`src/rtl/trig_pkg.sv`:
```
package trig_pkg;

   typedef enum logic [1:0] {
      COND_LOW  = 2'b00,
      COND_HIGH = 2'b01,
      COND_FALL = 2'b10,
      COND_RISE = 2'b11
   } cond_e;

   // mode bit selects level/edge, polarity bit selects direction
   function automatic cond_e cond_of(input logic mode_b, input logic pol_b);
      return cond_e'({mode_b, pol_b});
   endfunction

   function automatic logic cond_met(input cond_e c, input logic cur_b,
                                     input logic prev_b, input logic hist_ok);
      logic r;
      unique case (c)
         COND_LOW:  r = ~cur_b;
         COND_HIGH: r = cur_b;
         COND_FALL: r = hist_ok & prev_b & ~cur_b;
         default:   r = hist_ok & ~prev_b & cur_b;
      endcase
      return r;
   endfunction

endpackage

```
`src/rtl/trig_sample_stage.sv`:
```
module trig_sample_stage #(
   parameter int CH_W = 32
) (
   input  logic            clk,
   input  logic            rst_n,
   input  logic            arm,
   input  logic            smp_valid,
   input  logic [CH_W-1:0] smp_in,
   output logic [CH_W-1:0] cur_q,
   output logic [CH_W-1:0] prev_q,
   output logic            new_q,
   output logic            hist_ok_q
);

   logic seen_q;

   always_ff @(posedge clk) begin
      if (!rst_n) begin
         cur_q     <= '0;
         prev_q    <= '0;
         new_q     <= 1'b0;
         seen_q    <= 1'b0;
         hist_ok_q <= 1'b0;
      end else begin
         new_q <= smp_valid;
         if (smp_valid) begin
            cur_q  <= smp_in;
            prev_q <= cur_q;
         end
         if (arm) begin
            seen_q    <= smp_valid;
            hist_ok_q <= 1'b0;
         end else if (smp_valid) begin
            hist_ok_q <= seen_q;
            seen_q    <= 1'b1;
         end
      end
   end

endmodule

```
`src/rtl/trig_chan_qual.sv`:
```
module trig_chan_qual
   import trig_pkg::*;
#(
   parameter int CH_W = 32
) (
   input  logic [CH_W-1:0] cur_q,
   input  logic [CH_W-1:0] prev_q,
   input  logic            hist_ok,
   input  logic [CH_W-1:0] pol_sel,
   input  logic [CH_W-1:0] mode_sel,
   input  logic [CH_W-1:0] en_mask,
   output logic            all_met
);

   logic [CH_W-1:0] ok_vec;

   for (genvar ch = 0; ch < CH_W; ch++) begin : g_ch
      always_comb begin
         ok_vec[ch] = ~en_mask[ch] |
                      cond_met(cond_of(mode_sel[ch], pol_sel[ch]),
                               cur_q[ch], prev_q[ch], hist_ok);
      end
   end

   assign all_met = &ok_vec;

endmodule

```
`src/rtl/trig_arm_ctl.sv`:
```
module trig_arm_ctl (
   input  logic clk,
   input  logic rst_n,
   input  logic arm,
   input  logic fire,
   output logic armed_q
);

   always_ff @(posedge clk) begin
      if (!rst_n)     armed_q <= 1'b0;
      else if (arm)   armed_q <= 1'b1;
      else if (fire)  armed_q <= 1'b0;
   end

endmodule

```
`src/rtl/trig_match.sv`:
```
module trig_match #(
   parameter int CH_W = 32
) (
   input  logic            clk,
   input  logic            rst_n,
   input  logic            arm,
   input  logic            smp_valid,
   input  logic [CH_W-1:0] smp_in,
   input  logic [CH_W-1:0] pol_sel,
   input  logic [CH_W-1:0] mode_sel,
   input  logic [CH_W-1:0] en_mask,
   output logic            trig_pulse,
   output logic [CH_W-1:0] cur_sample
);

   localparam int MAX_CH = 1024;

   if (CH_W < 1 || CH_W > MAX_CH) begin : g_bad_width
      $error("trig_match: CH_W out of range");
   end

   logic [CH_W-1:0] cur_q, prev_q;
   logic            new_q, hist_ok_q, all_met, armed_q;

   trig_sample_stage #(.CH_W(CH_W)) u_stage (
      .clk       (clk),
      .rst_n     (rst_n),
      .arm       (arm),
      .smp_valid (smp_valid),
      .smp_in    (smp_in),
      .cur_q     (cur_q),
      .prev_q    (prev_q),
      .new_q     (new_q),
      .hist_ok_q (hist_ok_q)
   );

   trig_chan_qual #(.CH_W(CH_W)) u_qual (
      .cur_q    (cur_q),
      .prev_q   (prev_q),
      .hist_ok  (hist_ok_q),
      .pol_sel  (pol_sel),
      .mode_sel (mode_sel),
      .en_mask  (en_mask),
      .all_met  (all_met)
   );

   trig_arm_ctl u_arm (
      .clk     (clk),
      .rst_n   (rst_n),
      .arm     (arm),
      .fire    (trig_pulse),
      .armed_q (armed_q)
   );

   assign trig_pulse = armed_q & new_q & all_met;
   assign cur_sample = cur_q;

endmodule

```
`config.mk`:
```
export PLATFORM = sky130hd
export DESIGN_NAME = trig_match
export DESIGN_NICKNAME = d
export VERILOG_FILES = /design/src/rtl/trig_pkg.sv /design/src/rtl/trig_sample_stage.sv /design/src/rtl/trig_chan_qual.sv /design/src/rtl/trig_arm_ctl.sv /design/src/rtl/trig_match.sv
export SDC_FILE = /design/constraint.sdc
export NUM_CORES = 1
export LEC_CHECK = 0
export CORE_MARGIN = 2
export CORE_UTILIZATION = 41
export DETAILED_ROUTE_END_ITERATION = 8
export PLACE_DENSITY_LB_ADDON = 0.3
export SLEW_MARGIN = 5
export SYNTH_ARGS = -nofsm -noshare
export SYNTH_HDL_FRONTEND = slang
export SYNTH_SLANG_ARGS = --single-unit
```
`constraint.sdc`:
```
create_clock -name clk -period 2 [get_ports clk]
set_input_delay 0.3 -clock clk [delete_from_list [all_inputs] [get_ports clk]]
set_output_delay 0.3 -clock clk [all_outputs]
set_load 0.02 [all_outputs]
```
Word level (Yosys, flattened, before mapping)
Index checks and enable logic that the tools add are counted.
Widths: inputs -> output; s select.
- shifts and indexed selects: 0
- $lt $le $gt $ge: 0
- divide/modulo/power cells: 0
- equal/unequal tests: 64
- bitwise logic cells: 259
- add/sub/neg operators: 0
- reductions and logical operators: 36
- multipliers: 0
- mux-type cells: 36
- operators with widths (cell ; count):
    $and 1x1->1 ; 130
    $not 1->1 ; 97
    $pmux 1 s3 ; 32
    $eq 2x1->1 const B ; 32
    $eq 2x2->1 const B ; 32
    $logic_not 2->1 ; 32
    $or 1x1->1 ; 32
    $reduce_and 32->1 ; 1
    $mux 1 ; 4
    $reduce_bool 2->1 ; 2
    $reduce_or 2->1 ; 1
- register bits after elaboration: 68
- memories: 0
- latch bits: 0
- output and inout bits: 33
- RAM bits: 0
- memory bits (read-only): 0
- input port bits: 132

Depth between registers and ports, before layout
Gate-level depths: netlist (run 1).
- depth after elaboration: 9
- mapped depth: 9
- mapped depth without buffers: 7

Cells and area by module
From an unflattened synthesis (run 1), not the netlist that was laid out.
- cells, all modules: 403
- area total of the unflattened synthesis: 3928.8 µm²
- modules (own cells, without submodules) (module ; area an instance (µm²) ; seq. area each (µm²) ; cells an instance ; instances):
    trig_sample_stage ; 2531.2 ; 1341.3 ; 215 ; 1
    trig_chan_qual ; 1350.0 ; 0.0 ; 184 ; 1
    trig_arm_ctl ; 41.3 ; 20.0 ; 3 ; 1
    trig_match ; 6.3 ; 0.0 ; 1 ; 1

Worst setup path before layout (run 1)
OpenSTA, ideal clock, no wires.
- path type: flip-flop to output port
- start point: reg u_stage.hist_ok_q
- end point: out trig_pulse
- data arrival time: 1.897 ns
- buffers on the path: 2
- path slack: -0.197 ns
- required time: 1.700 ns
- stages on the path, launching flop included: 9
- path through: dfxtp_1 buf_4 buf_6 nand2_1 a211oi_2 a31oi_1 a2111oi_2 nand4_1 nor3_1
- word-level cells in the longest chain between the ends: 6
- elaborated cells between the ends (all ways): 194
- RTL lines (item ; RTL line ; source):
    from (decl) ; trig_sample_stage.sv:12 ; output logic hist_ok_q
    from (signal assigned) ; trig_sample_stage.sv:34 ; hist_ok_q <= seen_q;
    $and 1x1->1, on equally long branches (2 in a row) ; trig_pkg.sv:22, trig_pkg.sv:21 ;
    $pmux 1 s3 ; trig_pkg.sv:18 ; unique case (c)
    $or 1x1->1 ; trig_chan_qual.sv:19 ; ok_vec[ch] = ~en_mask[ch] |
    $reduce_and 32->1 * ; trig_chan_qual.sv:25 ; assign all_met = &ok_vec;
    $and 1x1->1 * ; trig_match.sv:55 ; assign trig_pulse = armed_q & new_q & all_met;
    to (decl) ; trig_match.sv:12 ; output logic trig_pulse,
Mark *: on every way between the ends. The rest lies on a longest branch, timed or not.

Worst setup path in the final report (run 1)
Ends and elaborated chain as after synthesis.

==> summary.txt, run 1 <==
STA
  – Period utilization: 135%
  – Final Slew Violations: 0
  – FMAX: between 300 and 400 MHz
  – Final WS setup: -0.695 ns
  – Final Skew: 0.0114 ns
  – RSZ-0062 raised after global routing: yes
  – TNS Setup: -1.03 ns
  – Final hold vios: 0
  – Tmin final: around 2.7 ns
  – Worst Tran Pin Value: around 0.44 ns
  – Final Setup Violations: 2
  – Max-slew headroom at the worst pin: roughly 70%

Placement
  – Hpwl dp: 8.32 mm
  – GP Congestion: slightly below 0.8
  – # port buffers: around 160

Routing
  – DR DRC count: 0
  – Average routed wire per standard cell: 15.6 um
  – Vias: ~3700
  – TritonRoute pass-1 iters: 4
  – Post-Route WL: 11.0 mm
  – Final ANT Viol Nets: 0
  – 1st-iter DRT viols: 120
  – Via density: 5.23

Critical path
  – Slowest stage delay, CP: 0.40 ns
  – Worst r2r dst: u_arm.armed_q$_SDFFE_PN0P_
  – FF-to-FF setup slack: -0.34 ns
  – Worst R2R Path Depth: 9
  – Worst EP required: 1.70 ns
  – CP Capture Type: output pin
  – Worst R2R Start: u_stage.hist_ok_q$_SDFFE_PP0P_
  – Kind of critical path: reg -> out
  – Critical Path AT: between 2 and 2.5 ns
  – CP max FO: 5
  – Critical-path cell list: bufbuf_16 -> nand2_1 -> a211oi_2 -> a311oi_1 -> a2111oi_2 -> buf_4 -> nand4_1 -> nor3_4 -> buf_6
  – Startpoint Class: flop
  – Slowest stage cell, crit path: dfxtp_4

Pwr
  – Peak supply drop: ~0.34 mV
  – Pwr dens: between 600 and 700 nW/um^2
  – Pleak: around 2.4 nW

Logic synthesis
  – Adder-Cell Fraction of Synth Area: 0%
  – Ys flop type: dfxtp_1
  – Mapped Cells: just under 400
  – Synthesized area per cell: about 8.7 um^2
  – Post-Syn Area: roughly 3400 um^2
  – Top cells by area, synth: dfxtp_1 (40%), mux2i_1 (19%), nor2_1 (7.2%)
  – Number of distinct library cells after synthesis: 26
  – Number of flops mapped to enable cells by yosys: 0
  – Compound-gate portion of the synthesized area: a little under a quarter
  – Dominant cell by count in the synthesized netlist: dfxtp_1
  – Sequential area share after synthesis: 40.4%
  – Post-synth top area cell: dfxtp_1
  – Syn nets: 519
  – Seq cells post-synth: about 70
  – Post-synthesis mux area share: 19.3%
  – Simple-Gate Fraction of Synth Area: about an eighth
  – Share of the synthesized area in the top cell type: 40.4%
  – Largest family of logic cells by synthesized area: compound AO/OA/AOI/OAI gates
  – Commonest cells post-synth: dfxtp_1 (68), mux2i_1 (65), nor2_1 (65)
  – Ys Warns: 0
  – Synth Area in XOR/XNOR: 0%
  – FFs w/ async S/R, synth: 0%

Clock network
  – Root Driver: clkbuf_8
  – CTS hold repair buffers: 0
  – Clock H-tree levels: 3
  – CTS tree: done
  – CTS Sinks: roughly 70
  – Clk pin slew, worst setup/hold paths: 0.08 ns
  – Worst skew pair latency: 0.35 ns
  – Total clock buffers created by CTS: 9
  – Clock tree buffer depth: 2

Final layout
  – Layout area overhead: 71.9%
  – Fin nets: roughly 730
  – Fraction of layout cells with a size suffix above 1: roughly 15%
  – Core Util, Final: between 70 and 80%
  – Filler cells: 636
  – Diodes inserted: 0

Worst hold path
  – Worst hold start: smp_valid
  – Hold Crit Endpoint: u_stage.cur_q[15]$_SDFFE_PN0P_
  – Hold Crit Class: in -> reg
  – Worst Hold Depth: 3

Outcome
  – Status: complete, but fails checks
  – Violated checks: setup timing

Die
  – Die Ht: between 90 and 100 um
  – # rows: 33
  – Core area: 8090 um^2
  – Ports: ~170
  – Die width: about 95 um
  – Die Area: ~9000 um^2
  – Initial Utilization: between 40% and 50%

Global route
  – First-pass GRT wire length: 17.5 mm
  – Overflow after GRT: 0
  – GR Util All Layers: between 20 and 30%
  – Antenna violations before repair: 0
  – Vias in the first global route: between 3000 and 4000
  – Largest net degree at the start of global routing: 25

Run
  – Max-Cap Viols: 0
-- state kept, by name, summed over array words and instances (netlist names) --
name               cells
u_stage.seen_q         1
u_arm.armed_q          1
u_stage.hist_ok_q      1
u_stage.prev_q        32
u_stage.new_q          1
u_stage.cur_q         32
-- area by class of cell --
| type | count | area [um^2] | area share, % |
|---|---|---|---|
| Timing Repair Buffer | 220 | 2130 | 36.7 |
| Multi-Input combinational cell | 279 | 1890 | 32.6 |
| Sequential cell | 68 | 1370 | 23.5 |
| Tap cell | 105 | 131 | 2.27 |
| Clock buffer | 9 | 124 | 2.14 |
| Clock inverter | 7 | 91.3 | 1.58 |
| Inverter | 18 | 70.1 | 1.21 |
-- cells by family after synthesis --
family,count (synthesis)
AOI/OAI and AO/OA,110
buffers and inverters,40
DFF,68
muxes,65
and+or+nand+nor,104
-- what timing repair did --
item,CTS,global route
cloned,1,0
setup buffers,1,1
setup endpoints to repair,2,2
resized for setup,18,3
pin swaps,7,6
-- power breakdown --
part | switching [mW] | leakage [nW] | internal, mW
registers | 0.0522 | 0.558 | 1.42
clock network | 0.544 | 0.109 | 0.697
logic | 0.319 | 1.70 | 0.487
total | 0.915 | 2.36 | 2.60
-- layer usage --
layer / routed length [um] / GRT usage [%] / part of all wire (%) / vias to the layer above
met4: 107 / 8.70 / 0.97 / 0
met5: 0 / 0 / 0 / -
met2: 5600 / 45.2 / 51 / 134
met1: 4540 / 29.7 / 41 / 1716
met3: 727 / 5.11 / 6.6 / 8
li1: - / - / - / 1831
-- worst max-delay path: cells and delay by family (launching register included) --
| family | cells | cell delay (ns) |
|---|---|---|
| buf+inv | 3 | 0.58 |
| compound gates | 3 | 0.57 |
| simple gates | 3 | 0.51 |
| flops | 1 | 0.40 |
-- cell usage in the layout, fill, tap and decap left out, types with 5 or more instances in the layout --
| master | Yosys | final |
|---|---|---|
| clkdlybuf4s50_1 | 0 | 162 |
| inv_1 | 17 | 16 |
| a31oi_1 | 17 | 17 |
| o21ai_0 | 32 | 29 |
| a211oi_2 | 3 | 9 |
| nor2_1 | 65 | 65 |
| a211oi_1 | 29 | 23 |
| a2111oi_2 | 4 | 5 |
| clkbuf_8 | 0 | 9 |
| dfxtp_1 | 68 | 67 |
| mux2i_1 | 65 | 65 |
| buf_4 | 1 | 52 |
| a311oi_1 | 15 | 14 |
| nand2_1 | 33 | 33 |
-- worst max path at each step --
stage	endpoint	slack, ns	start	depth (start not counted)
after floorplan	trig_pulse	0.001	u_stage.hist_ok_q$_SDFFE_PP0P_	8
after global placement	trig_pulse	-1.35	mode_sel[25]	8
after detailed placement	trig_pulse	-1.35	mode_sel[25]	8
after CTS	trig_pulse	-0.70	u_stage.hist_ok_q$_SDFFE_PP0P_	9
after global routing	trig_pulse	-0.82	u_stage.hist_ok_q$_SDFFE_PP0P_	9
final	trig_pulse	-0.70	u_stage.hist_ok_q$_SDFFE_PP0P_	9
-- through the flow --
stage / cell area (um^2) / power (mW) / setup slack, ns / hold WS, ns / instances
floorplan: 3400 / 1.80 / 0.00147 / 0.379 / 387
global placement: 5490 / 2.27 / -1.35 / 0.466 / 687
detailed placement: 5490 / 2.29 / -1.35 / 0.481 / 687
CTS: 5780 / 3.53 / -0.703 / 0.460 / 705
global route: 5800 / 3.66 / -0.818 / 0.480 / 706
finish: 5800 / 3.52 / -0.695 / 0.461 / 706
Note: power is estimated with default switching activity, not from simulation.
==> run 2, diff against run 1 <==
- CORE_MARGIN: 2 -> 10
==> summary.txt, run 2 (synthesized netlist as in run 1, its figures left out) <==
Critical path
  – Worst r2r dst: u_arm.armed_q$_SDFFE_PN0P_ (unchanged)
  – Startpoint Class: flop (unchanged)
  – CP Capture Type: output pin (unchanged)
  – Kind of critical path: reg -> out (unchanged)
  – Worst R2R Path Depth: 9 (unchanged)
  – Critical Path AT: 2.31 ns (was 2.40 ns)
  – Worst R2R Start: u_stage.hist_ok_q$_SDFFE_PP0P_ (unchanged)
  – Worst EP required: 1.70 ns (about the same)
  – FF-to-FF setup slack: -0.27 ns (was -0.34 ns)
  – CP max FO: 6 (was 5)

STA
  – Worst Tran Pin Value: 0.466 ns (was 0.444 ns)
  – FMAX: 384 MHz (was 371 MHz)
  – Max-slew headroom at the worst pin: 68.7% (was 70.2%)
  – RSZ-0062 raised after global routing: yes (unchanged)
  – Final Slew Violations: 0 (unchanged)
  – Tmin final: 2.61 ns (was 2.70 ns)
  – Final Setup Violations: 2 (unchanged)
  – Final hold vios: 0 (unchanged)
  – Final Skew: 0.0109 ns (was 0.0114 ns)
  – Period utilization: 130% (was 135%)
  – TNS Setup: -0.876 ns (was -1.03 ns)
  – Final WS setup: -0.605 ns (was -0.695 ns)

Final layout
  – Fin nets: 726 (was 728)
  – Core Util, Final: 71.9% (was 71.6%)
  – Fin cells: 704 (was 706)
  – Filler cells: 653 (was 636)
  – Most common cell after layout, fill and taps aside: clkdlybuf4s50_1 (unchanged)
  – Post-route design area: 5820 um^2 (was 5800 um^2)
  – Layout area overhead: 72.5% (was 71.9%)
  – Diodes inserted: 0 (unchanged)
  – Register area: 1370 um^2 (unchanged)
  – Commonest non-fill, non-tap cells in the layout: clkdlybuf4s50_1 (162), dfxtp_1 (67), mux2i_1 (65), nor2_1 (65), buf_4 (48) (was clkdlybuf4s50_1 (162), dfxtp_1 (67), mux2i_1 (65), nor2_1 (65), buf_4 (52))
  – Fraction of layout cells with a size suffix above 1: 16.7% (was 15.5%)
  – Largest regs: u_stage.cur_q x32, u_stage.prev_q x32 (unchanged)
  – Area of the multi-input gates: 1940 um^2 (was 1890 um^2)

Global route
  – Largest net degree at the start of global routing: 29 (was 25)
  – Antenna violations before repair: 0 (unchanged)
  – Grt met1 use: 21.0% (was 29.7%)
  – Overflow after GRT: 0 (unchanged)
  – First-pass GRT wire length: 19.4 mm (was 17.5 mm)
  – GR Util met3: 4.98% (was 5.11%)
  – Vias in the first global route: 3953 (was 3747)
  – Routing usage on met2: 33.0% (was 45.2%)
  – Busiest grt layer: met2 (unchanged)
  – GR Util All Layers: 18.9% (was 25.2%)

Clock network
  – CTS Sinks: 68 (unchanged)
  – CTS hold repair buffers: 0 (unchanged)
  – Clock H-tree levels: 3 (unchanged)
  – Clock tree buffer depth: 2 (unchanged)
  – CTS tree: done (unchanged)
  – Total clock buffers created by CTS: 9 (unchanged)
  – Worst skew pair latency: 0.34 ns (was 0.35 ns)
  – Root Driver: clkbuf_8 (unchanged)
  – Clk pin slew, worst setup/hold paths: 0.07 ns (was 0.08 ns)

Placement
  – GP Congestion: 0.819 (was 0.789)
  – # port buffers: 164 (unchanged)
  – DP Cell Count: 682 (was 687)
  – Post-DP Area: 5470 um^2 (was 5490 um^2)
  – Hpwl dp: 9.64 mm (was 8.32 mm)

Die
  – Die width: 111 um (was 94.7 um)
  – # rows: 33 (unchanged)
  – Core area: 8090 um^2 (unchanged)
  – Die Area: 12300 um^2 (was 8970 um^2)
  – Die Ht: 111 um (was 94.7 um)
  – Ports: 165 (unchanged)
  – Initial Utilization: 41.7% (unchanged)

Worst hold path
  – Hold Crit Endpoint: u_stage.prev_q[18]$_SDFFE_PN0P_ (was u_stage.cur_q[15]$_SDFFE_PN0P_)
  – Worst Hold Depth: 3 (unchanged)
  – Hold Crit Class: in -> reg (unchanged)
  – Worst hold start: smp_valid (unchanged)

Pwr
  – Peak supply drop: 0.381 mV (was 0.335 mV)
  – Pleak: 2.35 nW (was 2.36 nW)
  – Pwr dens: 574 nW/um^2 (was 607 nW/um^2)

Routing
  – Vias: 3815 (was 3689)
  – Final ANT Viol Nets: 0 (unchanged)
  – DR DRC count: 0 (unchanged)
  – Post-Route WL: 12.5 mm (was 11.0 mm)
  – 1st-iter DRT viols: 120 (unchanged)
  – TritonRoute pass-1 iters: 4 (unchanged)
  – Via density: 5.42 (was 5.23)
  – Average routed wire per standard cell: 17.8 um (was 15.6 um)

Run
  – Max-Cap Viols: 0 (unchanged)

Outcome
  – Status: complete, but fails checks (unchanged)
  – Violated checks: setup timing (unchanged)
## run 2: worst max-delay path, stage by stage (launching register included)
cell and delay [ns]:
dfxtp_4 0.40, buf_6 0.14, nand2_2 0.06, a211oi_2 0.20, a311oi_2 0.08, a2111oi_2 0.34
buf_4 0.18, nand4_1 0.19, nor3_4 0.24, buf_6 0.14
## run 2: what timing repair did
item	4_1_cts	5_1_grt
buffers inserted	1	7
pin swaps	4	7
gates cloned	0	0
setup endpoints to repair	2	2
resized for setup	13	20
## run 2: final cells by class
cell class,instances,area share [%]
well taps,105,2.26
flip-flops and latches,68,23.5
multi-input cells,279,33.4
clock buffers,11,2.60
repair buffers,218,36.4
inverters,18,1.20
clock inverters,5,0.602
## run 2: layer usage
| layer | part of all wire, % | vias up | routed length (um) |
|---|---|---|---|
| met2 | 50 | 133 | 6280 |
| met5 | 0 | - | 0 |
| met3 | 5.6 | 32 | 699 |
| li1 | - | 1839 | - |
| met1 | 41 | 1811 | 5100 |
| met4 | 3.7 | 0 | 459 |
## run 2: worst max-delay path by stage
stage                                    from         end  slack (ns)
5_1_grt        u_stage.hist_ok_q$_SDFFE_PP0P_  trig_pulse       -0.79
6_report       u_stage.hist_ok_q$_SDFFE_PP0P_  trig_pulse       -0.61
4_1_cts        u_stage.hist_ok_q$_SDFFE_PP0P_  trig_pulse       -0.63
3_3_place_gp                     mode_sel[25]  trig_pulse       -1.00
2_1_floorplan  u_stage.hist_ok_q$_SDFFE_PP0P_  trig_pulse       0.001
3_5_place_dp                     mode_sel[25]  trig_pulse       -0.98
## run 2: through the flow
| stage | setup WS, ns | power, mW | hold WS [ns] |
|---|---|---|---|
| 5_1_grt | -0.791 | 3.49 | 0.459 |
| 2_1_floorplan | 0.00147 | 1.80 | 0.379 |
| 3_3_place_gp | -1.00 | 2.27 | 0.464 |
| 6_report | -0.605 | 3.34 | 0.459 |
| 4_1_cts | -0.631 | 3.33 | 0.450 |
| 3_5_place_dp | -0.979 | 2.29 | 0.479 |
## run 2: where the power goes
part | switching (mW) | total [mW] | internal (mW)
logic | 0.327 | 0.817 | 0.490
registers | 0.0569 | 1.47 | 1.42
clock network | 0.526 | 1.05 | 0.520
==> run 3, diff against run 2 <==
- GPL_TIMING_DRIVEN: unset -> 0
==> summary.txt, run 3 (synthesized netlist as in run 1, its figures left out) <==
Outcome
  – Status: complete, but fails checks (unchanged)
  – Violated checks: setup timing (unchanged)

Final layout
  – Most common cell after layout, fill and taps aside: clkdlybuf4s50_1 (unchanged)
  – Filler cells: 635 (was 653)
  – Fin nets: 698 (was 726)
  – Register area: 1360 um^2 (was 1370 um^2)
  – Largest regs: u_stage.cur_q x32, u_stage.prev_q x32 (unchanged)
  – Area of the multi-input gates: 2080 um^2 (was 1940 um^2)
  – Fraction of layout cells with a size suffix above 1: 13.8% (was 16.7%)
  – Layout area overhead: 69.5% (was 72.5%)
  – Diodes inserted: 0 (unchanged)
  – Fin cells: 676 (was 704)
  – Commonest non-fill, non-tap cells in the layout: clkdlybuf4s50_1 (162), dfxtp_1 (67), mux2i_1 (65), nor2_1 (65), nand2_1 (29) (was clkdlybuf4s50_1 (162), dfxtp_1 (67), mux2i_1 (65), nor2_1 (65), buf_4 (48))

Clock network
  – CTS Sinks: 68 (unchanged)
  – Total clock buffers created by CTS: 9 (unchanged)
  – Clock H-tree levels: 3 (unchanged)
  – CTS hold repair buffers: 0 (unchanged)
  – Clk pin slew, worst setup/hold paths: 0.07 ns (about the same)
  – CTS tree: done (unchanged)
  – Root Driver: clkbuf_8 (unchanged)
  – Worst skew pair latency: 0.35 ns (was 0.34 ns)
  – Clock tree buffer depth: 2 (unchanged)

Placement
  – Pre-CTS setup slack: -1.43 ns (was -0.979 ns)
  – Hpwl dp: 9.82 mm (was 9.64 mm)
  – DP Cell Count: 655 (was 682)
  – GP Congestion: 0.791 (was 0.819)
  – # port buffers: 163 (was 164)

Critical path
  – Worst R2R Start: u_stage.hist_ok_q$_SDFFE_PP0P_ (unchanged)
  – Critical Path AT: 2.38 ns (was 2.31 ns)
  – CP Capture Type: output pin (unchanged)
  – CP max FO: 7 (was 6)
  – Kind of critical path: reg -> out (unchanged)
  – CP startpoint: u_stage.hist_ok_q$_SDFFE_PP0P_ (unchanged)
  – Worst EP required: 1.70 ns (about the same)
  – Startpoint Class: flop (unchanged)

Die
  – Core area: 8090 um^2 (unchanged)
  – Die Area: 12300 um^2 (unchanged)
  – Ports: 165 (unchanged)
  – Die Ht: 111 um (unchanged)
  – Die width: 111 um (unchanged)
  – Initial Utilization: 41.7% (unchanged)
  – # rows: 33 (unchanged)

Routing
  – Final ANT Viol Nets: 0 (unchanged)
  – Average routed wire per standard cell: 19.7 um (was 17.8 um)
  – Via density: 5.45 (was 5.42)
  – 1st-iter DRT viols: 170 (was 120)
  – Post-Route WL: 13.3 mm (was 12.5 mm)
  – TritonRoute pass-1 iters: 5 (was 4)
  – DR DRC count: 0 (unchanged)
  – Vias: 3682 (was 3815)

Global route
  – Largest net degree at the start of global routing: 13 (was 29)
  – First-pass GRT wire length: 20.1 mm (was 19.4 mm)
  – Vias in the first global route: 3746 (was 3953)
  – Antenna violations before repair: 0 (unchanged)
  – GR Util All Layers: 20.2% (was 18.9%)
  – Overflow after GRT: 0 (unchanged)

STA
  – Final Skew: 0.00746 ns (was 0.0109 ns)
  – FMAX: 373 MHz (was 384 MHz)
  – Final hold vios: 0 (unchanged)
  – Final WS setup: -0.682 ns (was -0.605 ns)
  – Worst hold slack: 0.483 ns (was 0.459 ns)
  – Period utilization: 134% (was 130%)
  – Final Slew Violations: 0 (unchanged)
  – RSZ-0062 raised after global routing: yes (unchanged)
  – Tmin final: 2.68 ns (was 2.61 ns)
  – Worst Tran Pin Value: 1.02 ns (was 0.466 ns)
  – Final Setup Violations: 2 (unchanged)
  – Max-slew headroom at the worst pin: 32.3% (was 68.7%)

Pwr
  – Pleak: 2.20 nW (was 2.35 nW)
  – Pwr dens: 624 nW/um^2 (was 574 nW/um^2)
  – Peak supply drop: 0.418 mV (was 0.381 mV)

Worst hold path
  – Hold Crit Class: reg -> reg (was in -> reg)
  – Worst hold start: u_arm.armed_q$_SDFFE_PN0P_ (was smp_valid)

Run
  – Max-Cap Viols: 0 (unchanged)
[run 3: cell types whose count changed in the layout (fill, tap and decap cells not counted), sizes merged]
cell,previous run,this run
buf,56,16
bufinv,0,2
clkbuf,11,22
clkinv,3,1
clkinvlp,1,3
inv,19,18
[run 3: power breakdown]
part / leakage [nW] / switching, mW / total, mW / internal, mW
clock network: 0.105 / 0.558 / 1.29 / 0.734
logic: 1.54 / 0.329 / 0.777 / 0.449
registers: 0.558 / 0.0759 / 1.49 / 1.42
[run 3: area by class of cell]
class	instances	area share (%)
well taps	105	2.30
multi-input cells	279	36.3
inverters	18	1.23
flip-flops and latches	68	23.8
plain buffers	22	2.82
repair buffers	168	29.5
clock inverters	6	1.53
clock buffers	10	2.41
[run 3: path summary, 6_finish.rpt]
| path | cells past startpoint | slack, ns | to |
|---|---|---|---|
| setup / recovery | 9 | -0.68 | trig_pulse |
| hold / removal | 2 | 0.48 | u_arm.armed_q$_SDFFE_PN0P_ |
| setup reg to reg | 10 | -0.30 | u_arm.armed_q$_SDFFE_PN0P_ |
| hold reg to reg | 2 | 0.48 | u_arm.armed_q$_SDFFE_PN0P_ |
[run 3: metrics by stage]
stage | utilization, % | setup TNS [ns] | instance area (um^2) | power, mW
final | 70.6 | -0.986 | 5710 | 3.56
after global routing | 70.6 | -1.22 | 5710 | 3.71
after CTS | 68.1 | -0.958 | 5510 | 3.52
after detailed placement | 63.8 | -2.22 | 5170 | 2.23
after global placement | 63.8 | -2.15 | 5170 | 2.21
after floorplan | - | 0 | 3400 | 1.80
[run 3: worst max-delay path: stages (launching register included)]
cell and delay, ns:
dfxtp_2 0.34, buf_8 0.14, buf_4 0.11, nand2_1 0.07, a211oi_2 0.23, a311oi_2 0.07
a2111oi_2 0.40, nand4_1 0.28, nor3_4 0.25, buf_6 0.14
[run 3: metal layers]
layer	routed length, um	vias to the layer above	part of all wire [%]	GRT usage, %
met3	875	21	6.6	5.36
met5	0	-	0	0
met4	246	0	1.8	6.77
met1	5450	1747	41	23.4
li1	-	1776	-	-
met2	6740	138	51	34.9
[run 3: timing repair]
action                     4_1_cts  5_1_grt
resized for setup               27       45
buffers inserted                 4        0
cloned                           0        1
pin swaps                        8       17
setup endpoints to repair        2        2
